$ cat src/rtl/dbell_pkg.sv
package dbell_pkg;
  typedef enum logic [2:0] {
    ACC_NONE,
    ACC_STAT,
    ACC_SET,
    ACC_CLR,
    ACC_ID,
    ACC_BAD
  } acc_kind_e;

  localparam int ID_COUNT = 12;
  localparam int ID_W     = 8;
endpackage

$ cat src/rtl/dbell_decode.sv
module dbell_decode
  import dbell_pkg::*;
#(
  parameter int ADDR_W   = 12,
  parameter int NUM_CH   = 2,
  parameter int CH_IDX_W = 1
) (
  input  logic                bus_valid,
  input  logic [ADDR_W-1:0]   bus_addr,
  output acc_kind_e           kind,
  output logic [CH_IDX_W-1:0] ch_sel,
  output logic [3:0]          id_idx
);
  localparam logic [ADDR_W-5:0] CH_LIMIT = (ADDR_W-4)'(NUM_CH);
  localparam logic [3:0]        ID_BASE  = 4'd4;

  logic aligned;
  logic in_ch;
  logic in_id;

  always_comb begin
    aligned = (bus_addr[1:0] == 2'b00);
    in_ch   = (bus_addr[ADDR_W-1:4] < CH_LIMIT);
    in_id   = (&bus_addr[ADDR_W-1:6]) && (bus_addr[5:2] >= ID_BASE);
    ch_sel  = bus_addr[4 +: CH_IDX_W];
    id_idx  = bus_addr[5:2] - ID_BASE;
    kind    = ACC_NONE;
    if (bus_valid) begin
      if (!aligned) begin
        kind = ACC_BAD;
      end else if (in_ch) begin
        unique case (bus_addr[3:2])
          2'd0:    kind = ACC_STAT;
          2'd1:    kind = ACC_SET;
          2'd2:    kind = ACC_CLR;
          default: kind = ACC_BAD;
        endcase
      end else if (in_id) begin
        kind = ACC_ID;
      end else begin
        kind = ACC_BAD;
      end
    end
  end
endmodule

$ cat src/rtl/dbell_id_rom.sv
module dbell_id_rom
  import dbell_pkg::*;
(
  input  logic [3:0]      idx,
  output logic [ID_W-1:0] val
);
  always_comb begin
    unique case (idx)
      4'd0:    val = 8'h04;
      4'd4:    val = 8'h56;
      4'd5:    val = 8'hB8;
      4'd6:    val = 8'h0B;
      4'd8:    val = 8'h0D;
      4'd9:    val = 8'hF0;
      4'd10:   val = 8'h05;
      4'd11:   val = 8'hB1;
      default: val = 8'h00;
    endcase
  end
endmodule

$ cat src/rtl/dbell_channel.sv
module dbell_channel #(
  parameter int STAT_W = 4
) (
  input  logic              clk,
  input  logic              rst_n,
  input  logic              set_en,
  input  logic              clr_en,
  input  logic [STAT_W-1:0] wmask,
  output logic [STAT_W-1:0] status,
  output logic              irq
);
  logic [STAT_W-1:0] status_q, status_d;
  logic              upd_en;
  logic              irq_q, irq_d;

  always_comb begin
    upd_en   = set_en | clr_en;
    status_d = status_q;
    if (set_en) status_d = status_d | wmask;
    if (clr_en) status_d = status_d & ~wmask;
    irq_d    = |status_q;
  end

  always_ff @(posedge clk or negedge rst_n) begin
    if (!rst_n) begin
      status_q <= '0;
      irq_q    <= 1'b0;
    end else begin
      if (upd_en) status_q <= status_d;
      irq_q <= irq_d;
    end
  end

  assign status = status_q;
  assign irq    = irq_q;

  assert_set_bits_R2: assert property (@(posedge clk) disable iff (!rst_n)
    set_en |=> ((status_q & $past(wmask)) == $past(wmask)));

  assert_clear_bits_R3: assert property (@(posedge clk) disable iff (!rst_n)
    clr_en |=> ((status_q & $past(wmask)) == '0));

  assert_hold_no_write_R9: assert property (@(posedge clk) disable iff (!rst_n)
    (!set_en && !clr_en) |=> $stable(status_q));

  assert_irq_lag_R5: assert property (@(posedge clk) disable iff (!rst_n)
    ($past(status_q) != '0) |-> irq_q);
endmodule

$ cat src/rtl/dbell_unit.sv
module dbell_unit
  import dbell_pkg::*;
#(
  parameter int ADDR_W = 12,
  parameter int DATA_W = 32,
  parameter int NUM_CH = 2,
  parameter int STAT_W = 4
) (
  input  logic              clk,
  input  logic              rst_n,
  input  logic              bus_valid,
  input  logic              bus_we,
  input  logic [ADDR_W-1:0] bus_addr,
  input  logic [DATA_W-1:0] bus_wdata,
  output logic [DATA_W-1:0] bus_rdata,
  output logic              bus_err,
  output logic [NUM_CH-1:0] irq
);
  localparam int CH_IDX_W = (NUM_CH > 1) ? $clog2(NUM_CH) : 1;

  logic rst_meta_q, rst_sync_n;
  always_ff @(posedge clk or negedge rst_n) begin
    if (!rst_n) begin
      rst_meta_q <= 1'b0;
      rst_sync_n <= 1'b0;
    end else begin
      rst_meta_q <= 1'b1;
      rst_sync_n <= rst_meta_q;
    end
  end

  acc_kind_e           kind;
  logic [CH_IDX_W-1:0] ch_sel;
  logic [3:0]          id_idx;
  logic [ID_W-1:0]     id_val;

  dbell_decode #(.ADDR_W(ADDR_W), .NUM_CH(NUM_CH), .CH_IDX_W(CH_IDX_W)) u_dec (
    .bus_valid(bus_valid), .bus_addr(bus_addr),
    .kind(kind), .ch_sel(ch_sel), .id_idx(id_idx)
  );

  dbell_id_rom u_rom (.idx(id_idx), .val(id_val));

  logic [STAT_W-1:0] wmask;
  logic              unused_wdata;
  assign wmask        = bus_wdata[STAT_W-1:0];
  assign unused_wdata = ^bus_wdata[DATA_W-1:STAT_W];

  logic [STAT_W-1:0] stat_arr [NUM_CH];

  for (genvar g = 0; g < NUM_CH; g++) begin : g_ch
    logic hit, set_en, clr_en;
    assign hit    = (ch_sel == CH_IDX_W'(g)) && bus_we;
    assign set_en = hit && (kind == ACC_SET);
    assign clr_en = hit && (kind == ACC_CLR);
    dbell_channel #(.STAT_W(STAT_W)) u_ch (
      .clk(clk), .rst_n(rst_sync_n),
      .set_en(set_en), .clr_en(clr_en), .wmask(wmask),
      .status(stat_arr[g]), .irq(irq[g])
    );
  end

  logic [DATA_W-1:0] rdata_d, rdata_q;
  logic              err_d, err_q;

  always_comb begin
    rdata_d = '0;
    if (!bus_we) begin
      if (kind == ACC_STAT) rdata_d[STAT_W-1:0] = stat_arr[ch_sel];
      if (kind == ACC_ID)   rdata_d[ID_W-1:0]   = id_val;
    end
    err_d = (kind == ACC_BAD)
          || (bus_we  && ((kind == ACC_STAT) || (kind == ACC_ID)))
          || (!bus_we && ((kind == ACC_SET)  || (kind == ACC_CLR)));
  end

  always_ff @(posedge clk or negedge rst_sync_n) begin
    if (!rst_sync_n) begin
      rdata_q <= '0;
      err_q   <= 1'b0;
    end else begin
      rdata_q <= rdata_d;
      err_q   <= err_d;
    end
  end

  assign bus_rdata = rdata_q;
  assign bus_err   = err_q;

  assert_err_needs_access_R11: assert property (@(posedge clk) disable iff (!rst_sync_n)
    bus_err |-> $past(bus_valid));

  assert_rdata_idle_R6: assert property (@(posedge clk) disable iff (!rst_sync_n)
    (!bus_valid || bus_we) |=> (bus_rdata == '0));

  assert_write_no_rdata_R9: assert property (@(posedge clk) disable iff (!rst_sync_n)
    (bus_valid && bus_we) |=> (bus_rdata == '0));
endmodule

$ cat config.mk
export PLATFORM = sky130hd
export DESIGN_NAME = dbell_unit
export DESIGN_NICKNAME = d
export VERILOG_FILES = /design/src/rtl/dbell_pkg.sv /design/src/rtl/dbell_decode.sv /design/src/rtl/dbell_id_rom.sv /design/src/rtl/dbell_channel.sv /design/src/rtl/dbell_unit.sv
export SDC_FILE = /design/constraint.sdc
export NUM_CORES = 1
export LEC_CHECK = 0
export BUFFER_PORTS_ARGS = -buffer_cell sky130_fd_sc_hd__buf_4
export CORE_MARGIN = 5
export CORE_UTILIZATION = 39
export DETAILED_ROUTE_END_ITERATION = 12
export PLACE_DENSITY = 0.83
export SYNTH_ARGS = -nofsm -noshare
export SYNTH_HDL_FRONTEND = slang
export SYNTH_SLANG_ARGS = --single-unit
$ cat constraint.sdc
create_clock -name clk -period 0.8 [get_ports clk]
set_input_delay 0.04 -clock clk [delete_from_list [all_inputs] [get_ports clk]]
set_output_delay 0.04 -clock clk [all_outputs]
set_load 0.01 [all_outputs]
==> flow_metrics.env, run 1 <==
export IMPL_outcome="complete, but fails checks"
export IMPL_violations="setup timing"
export IMPL_ir_worst_vdd_mv=0.674
export IMPL_slew_viol_final=0
export IMPL_core_area_um2=3610
export IMPL_period_needed_ps=1470
export IMPL_finalNonFillerCells=269
export IMPL_wl_um=4170
export IMPL_drive_gt1_share_pct=54.8
export IMPL_portBuffers=30
export IMPL_endpoint_kind="flop"
export IMPL_synthXorXnorAreaFrac_pct=0
export IMPL_critPathLaunchType="input port"
export IMPL_synth_cell_types=38
export IMPL_grtUsageTotal_pct=16.3
export IMPL_vias=1386
export IMPL_first_pass_iters=4
export IMPL_max_freq_mhz=682
export IMPL_num_rows=22
export IMPL_syn_inst=145
export IMPL_ctsHtreeMaxLevel=1
export IMPL_grt_pass1_wl_um=6600
export IMPL_gp_congestion=0.883
export IMPL_synth_area_per_cell_um2=9.89
export IMPL_leakagePower_nw=1.10
export IMPL_finalSetupViolations=20
export IMPL_cts_sinks=20
export IMPL_cts_made_buffers=3
export IMPL_crit_required_ps=930
export IMPL_dp_cells=251
export IMPL_synth_top_family_by_area="simple AND/OR/NAND/NOR gates"
export IMPL_yosysSeqAreaShare_pct=34.9
export IMPL_met3WireLength_um=245
export IMPL_synthArstFlopShare_pct=100
export IMPL_syn_to_final_growth_pct=61.9
export IMPL_yosys_most_used_dff="dfrtp_1"
export IMPL_worstSetupPathType="in -> reg"
export IMPL_grt_max_degree=19
export IMPL_dieWidth_um=70.6
export IMPL_cts_buffer_depth=2
export IMPL_synth_compound_area_share_pct=14.0
export IMPL_first_iter_violations=116
export IMPL_worst_hold_slack_ps=101
export IMPL_worst_skew_pair_late_latency_ps=250
export IMPL_drc=0
export IMPL_hold_viol=0
export IMPL_cts_tree="built"
export IMPL_crit_start="bus_addr[6]"
export IMPL_total_power_mw=2.30
export IMPL_finalSetupTns_ps=-8570
export IMPL_synth_mux_area_share_pct=6.28
export IMPL_slowest_stage="or4_4"
export IMPL_final_nets=278
export IMPL_min_path_type="in -> async"
export IMPL_ys_seq_elements=20
export IMPL_pwr_density_cell_nw_per_um2=991
export IMPL_synthSimpleGateAreaFrac_pct=21.6
export IMPL_dp_hpwl_um=2840
export IMPL_critPathMaxFanout=4
export IMPL_wl_met1_um=1550
export IMPL_start_util_pct=39.8
export IMPL_diodes=0
export IMPL_ys_warn_count=0
export IMPL_yosys_top_cells_area="dfrtp_1 35%, buf_4 14%, mux2_1 6.3%"
export IMPL_vias_per_cell=5.15
export IMPL_slowest_delay_ps=570
export IMPL_ant_nets=0
export IMPL_layout_setup_ws_ps=-667
export IMPL_pre_cts_slack_ps=-892
export IMPL_antenna_found_initial=0
export IMPL_path_cells="buf_6 > or4_4 > nor4_4 > nand3_2 > mux2_4"
export IMPL_cp_arrival_ps=1600
export IMPL_synth_top_area_cell="dfrtp_1"
export IMPL_drv_cap=0
export IMPL_netlist_area_um2=1430
export IMPL_met2_length_um=2290
export IMPL_synthAdderAreaFrac_pct=6.11
export IMPL_grt_pass1_vias=1380
export IMPL_wl_per_cell_um=15.5
export IMPL_overflow=0
export IMPL_clock_skew_final_ps=2.40
export IMPL_fin_crit_sh_pct=183
export IMPL_die_y_um=70.6
export IMPL_rsz0062_at_grt="yes"
export IMPL_io_pins=83
export IMPL_synth_edf_count=0
export IMPL_cts_root_buf="clkbuf_8"
export IMPL_clkTransAtPathRegs_ps=70
export IMPL_dieArea_um2=4990
export IMPL_synth_top_area_share_pct=34.9
export IMPL_highest_layer="met4"
==> final cells by class <==
| type | count | area, um^2 |
|---|---|---|
| Inverter | 5 | 28.8 |
| Timing Repair Buffer | 81 | 706 |
| Clock buffer | 3 | 41.3 |
| Sequential cell | 20 | 500 |
| Fill cell | 271 | 1280 |
| Tap cell | 48 | 60.1 |
| Multi-Input combinational cell | 112 | 985 |
==> layout by cell type, fill, tap and decap left out, types with 2 or more instances in the layout <==
master	n
a21oi_1	3
a21oi_2	2
a22o_1	2
buf_4	58
buf_6	20
clkbuf_8	3
conb_1	25
dfrtp_1	20
ha_1	4
ha_4	2
inv_1	2
inv_4	2
mux2_1	6
mux2_4	2
nand2_1	10
nand3_1	4
nand4_1	7
nor2b_1	3
nor4_4	5
o211ai_1	3
o21ai_2	4
o31ai_2	4
or4_1	2
or4_4	3
==> report_power, final <==
part | leakage (nW) | total [mW] | internal [mW] | switching (mW)
Clock | 0.0216 | 0.623 | 0.334 | 0.289
Sequential | 0.272 | 1.02 | 1.02 | 0.00219
Combinational | 0.807 | 0.656 | 0.312 | 0.344
==> cells by family after synthesis <==
kind of cell	Yosys count
other	2
AO/OA/AOI/OAI	27
AND/OR/NAND/NOR	45
flip-flops	20
buffers and inverters	36
adder cells (fa/ha/maj)	7
multiplexers	8
==> layer usage <==
layer / global-route usage, % / up-vias
li1: - / 644
met1: 18.0 / 677
met2: 29.7 / 55
met3: 3.27 / 10
met4: 8.14 / 0
met5: 0 / -
==> worst max-delay path: cells and delay by family <==
| family | cells | cell delay (ps) |
|---|---|---|
| and+or+nand+nor | 3 | 1130 |
| muxes | 1 | 330 |
| buffers and inverters | 1 | 100 |
==> metrics by stage <==
step,cell area (um^2),util [%]
3_3_place_gp,1900,52.6
3_5_place_dp,1900,52.6
4_1_cts,2240,62.0
5_1_grt,2320,64.4
6_report,2320,64.4
2_1_floorplan,1590,-
==> timing repair <==
item | CTS | global route
hold buffers | 1 | 0
setup buffers | 10 | 5
setup endpoints to repair | 20 | 26
pin swaps | 28 | 10
cloned | 0 | 0
endpoints found under the hold margin | 2 | 0
gates resized for setup | 44 | 14
==> path summary, 6_finish.rpt <==
check / endpoint / cells after the start / slack, ps
worst min-delay path: rst_meta_q / 2 / 100
worst max register to register: g_ch[1].u_ch.irq / 1 / -240
worst max-delay path: flop / 5 / -670
min in group clk: flop / 3 / 110
max in group asynchronous: bus_err / 1 / 420
worst min register to register: async pin / 1 / 190
==> synth_stat cells, types with 2 or more instances <==
cell       count
dfrtp_1       20
nor4_1         2
nor4_2         3
a2111oi_1      2
ha_1           7
nand3_1        5
nand4_1        7
nand2_1       10
o31ai_1        5
o211ai_1       3
buf_4         27
mux2_1         8
conb_1         2
a21oi_1        5
a22o_1         2
inv_1          5
or4_1          3
nor2b_1        3
clkbuf_1       3
o21ai_1        4
or4_4          2
Power figures use the tool's default switching activity.
==> run 2: changes to the inputs <==
SKIP_CTS_REPAIR_TIMING = 1   (was not set)
==> flow_metrics.env, run 2 (synthesis results as in run 1) <==
export IMPL_outcome="complete, but fails checks"
export IMPL_violations="setup timing"
export IMPL_cts_sinks=20
export IMPL_first_pass_iters=4
export IMPL_rsz0062_at_grt="yes"
export IMPL_dp_hpwl_um=2840
export IMPL_finalSetupViolations=20
export IMPL_io_pins=83
export IMPL_core_area_um2=3610
export IMPL_placed_area_um2=1900
export IMPL_pwr_density_cell_nw_per_um2=1020
export IMPL_endpoint_kind="flop"
export IMPL_dp_cells=251
export IMPL_start_util_pct=39.8
export IMPL_cts_tree="built"
export IMPL_drive_gt1_share_pct=49.3
export IMPL_crit_required_ps=930
export IMPL_syn_to_final_growth_pct=53.1
export IMPL_vias_per_cell=5.07
export IMPL_layout_setup_ws_ps=-637
export IMPL_grt_max_degree=19
export IMPL_wl_um=3810
export IMPL_portBuffers=30
export IMPL_max_freq_mhz=696
export IMPL_final_cell_area_um2=2190
export IMPL_critPathMaxFanout=4
export IMPL_leakagePower_nw=1.05
export IMPL_period_needed_ps=1440
export IMPL_final_nets=270
export IMPL_dieWidth_um=70.6
export IMPL_wl_per_cell_um=14.6
export IMPL_cp_arrival_ps=1570
export IMPL_clock_skew_final_ps=5.46
export IMPL_overflow=0
export IMPL_total_power_mw=2.23
export IMPL_final_cell_mix="59 x buf_4, 25 x conb_1, 20 x dfrtp_1"
export IMPL_drv_cap=0
export IMPL_ir_worst_vdd_mv=0.666
export IMPL_cts_made_buffers=3
export IMPL_die_y_um=70.6
export IMPL_slew_viol_final=0
export IMPL_worst_hold_slack_ps=98.2
export IMPL_fin_crit_sh_pct=180
export IMPL_hold_viol=0
export IMPL_diodes=0
export IMPL_cts_root_buf="clkbuf_8"
export IMPL_n_fill_cell=295
export IMPL_antenna_found_initial=0
export IMPL_ant_nets=0
export IMPL_num_rows=22
export IMPL_dieArea_um2=4990
export IMPL_final_common_cell="buf_4"
export IMPL_grtUsageTotal_pct=13.1
export IMPL_grt_pass1_wl_um=5380
export IMPL_rrSetupSlack_ps=-250
export IMPL_clkTransAtPathRegs_ps=70
export IMPL_worst_skew_pair_late_latency_ps=250
export IMPL_first_iter_violations=124
export IMPL_worstSetupPathType="in -> reg"
export IMPL_min_path_type="in -> async"
export IMPL_critPathLaunchType="input port"
export IMPL_finalNonFillerCells=261
export IMPL_cts_buffer_depth=2
export IMPL_gp_congestion=0.883
export IMPL_pre_cts_slack_ps=-892
export IMPL_vias=1324
export IMPL_drc=0
export IMPL_grt_pass1_vias=1130
export IMPL_ctsHtreeMaxLevel=1
run 2: cell count changes in the layout (fill, tap and decap cells not counted), moves of 2 or more:
cell,previous run,this run
o31ai_4,0,2
inv_4,2,0
o21ai_4,0,2
buf_6,20,13
o31ai_2,4,2
o21ai_2,4,2
inv_1,2,4
run 2: area by class of cell:
class	count	area, um^2	area share, %
flip-flops and latches	20	500	22.8
well taps	48	60.1	2.74
inverters	5	23.8	1.08
multi-input cells	112	970	44.2
repair buffers	73	599	27.3
clock buffers	3	41.3	1.88
run 2: final timing paths:
check                      cells past startpoint          endpoint   startpoint
setup / recovery                               5              flop  bus_addr[0]
min in group clk                               3      bus_rdata[5]       bus_we
max in group asynchronous                      1         async pin   rst_sync_n
setup reg to reg                               1  g_ch[0].u_ch.irq         flop
hold / removal                                 2        rst_sync_n        rst_n
hold reg to reg                                1         async pin   rst_sync_n
run 2: power by group:
group | internal [mW] | switching [mW]
Sequential | 1.02 | 0.00220
Clock | 0.334 | 0.293
Combinational | 0.266 | 0.319
Total | 1.62 | 0.614
run 2: per-stage QoR:
step / util [%] / TNS (ps)
6_report: 60.9 / -8670
5_1_grt: 60.9 / -9530
4_1_cts: 53.7 / -8950
3_5_place_dp: 52.6 / -13090
3_3_place_gp: 52.6 / -12920
2_1_floorplan: - / -9740
run 2: critical path, stage by stage:
cell and delay [ps]:
buf_6 90, or4_4 580, nor4_4 390, nand3_1 150
mux2_4 320
run 2: layer usage:
layer | vias to the layer above | share of wire, % | track usage (%)
met3 | 8 | 7.7 | 2.41
li1 | 622 | - | -
met5 | - | 0 | 0
met1 | 642 | 38 | 16.2
met2 | 52 | 53 | 22.7
met4 | 0 | 1.3 | 5.22
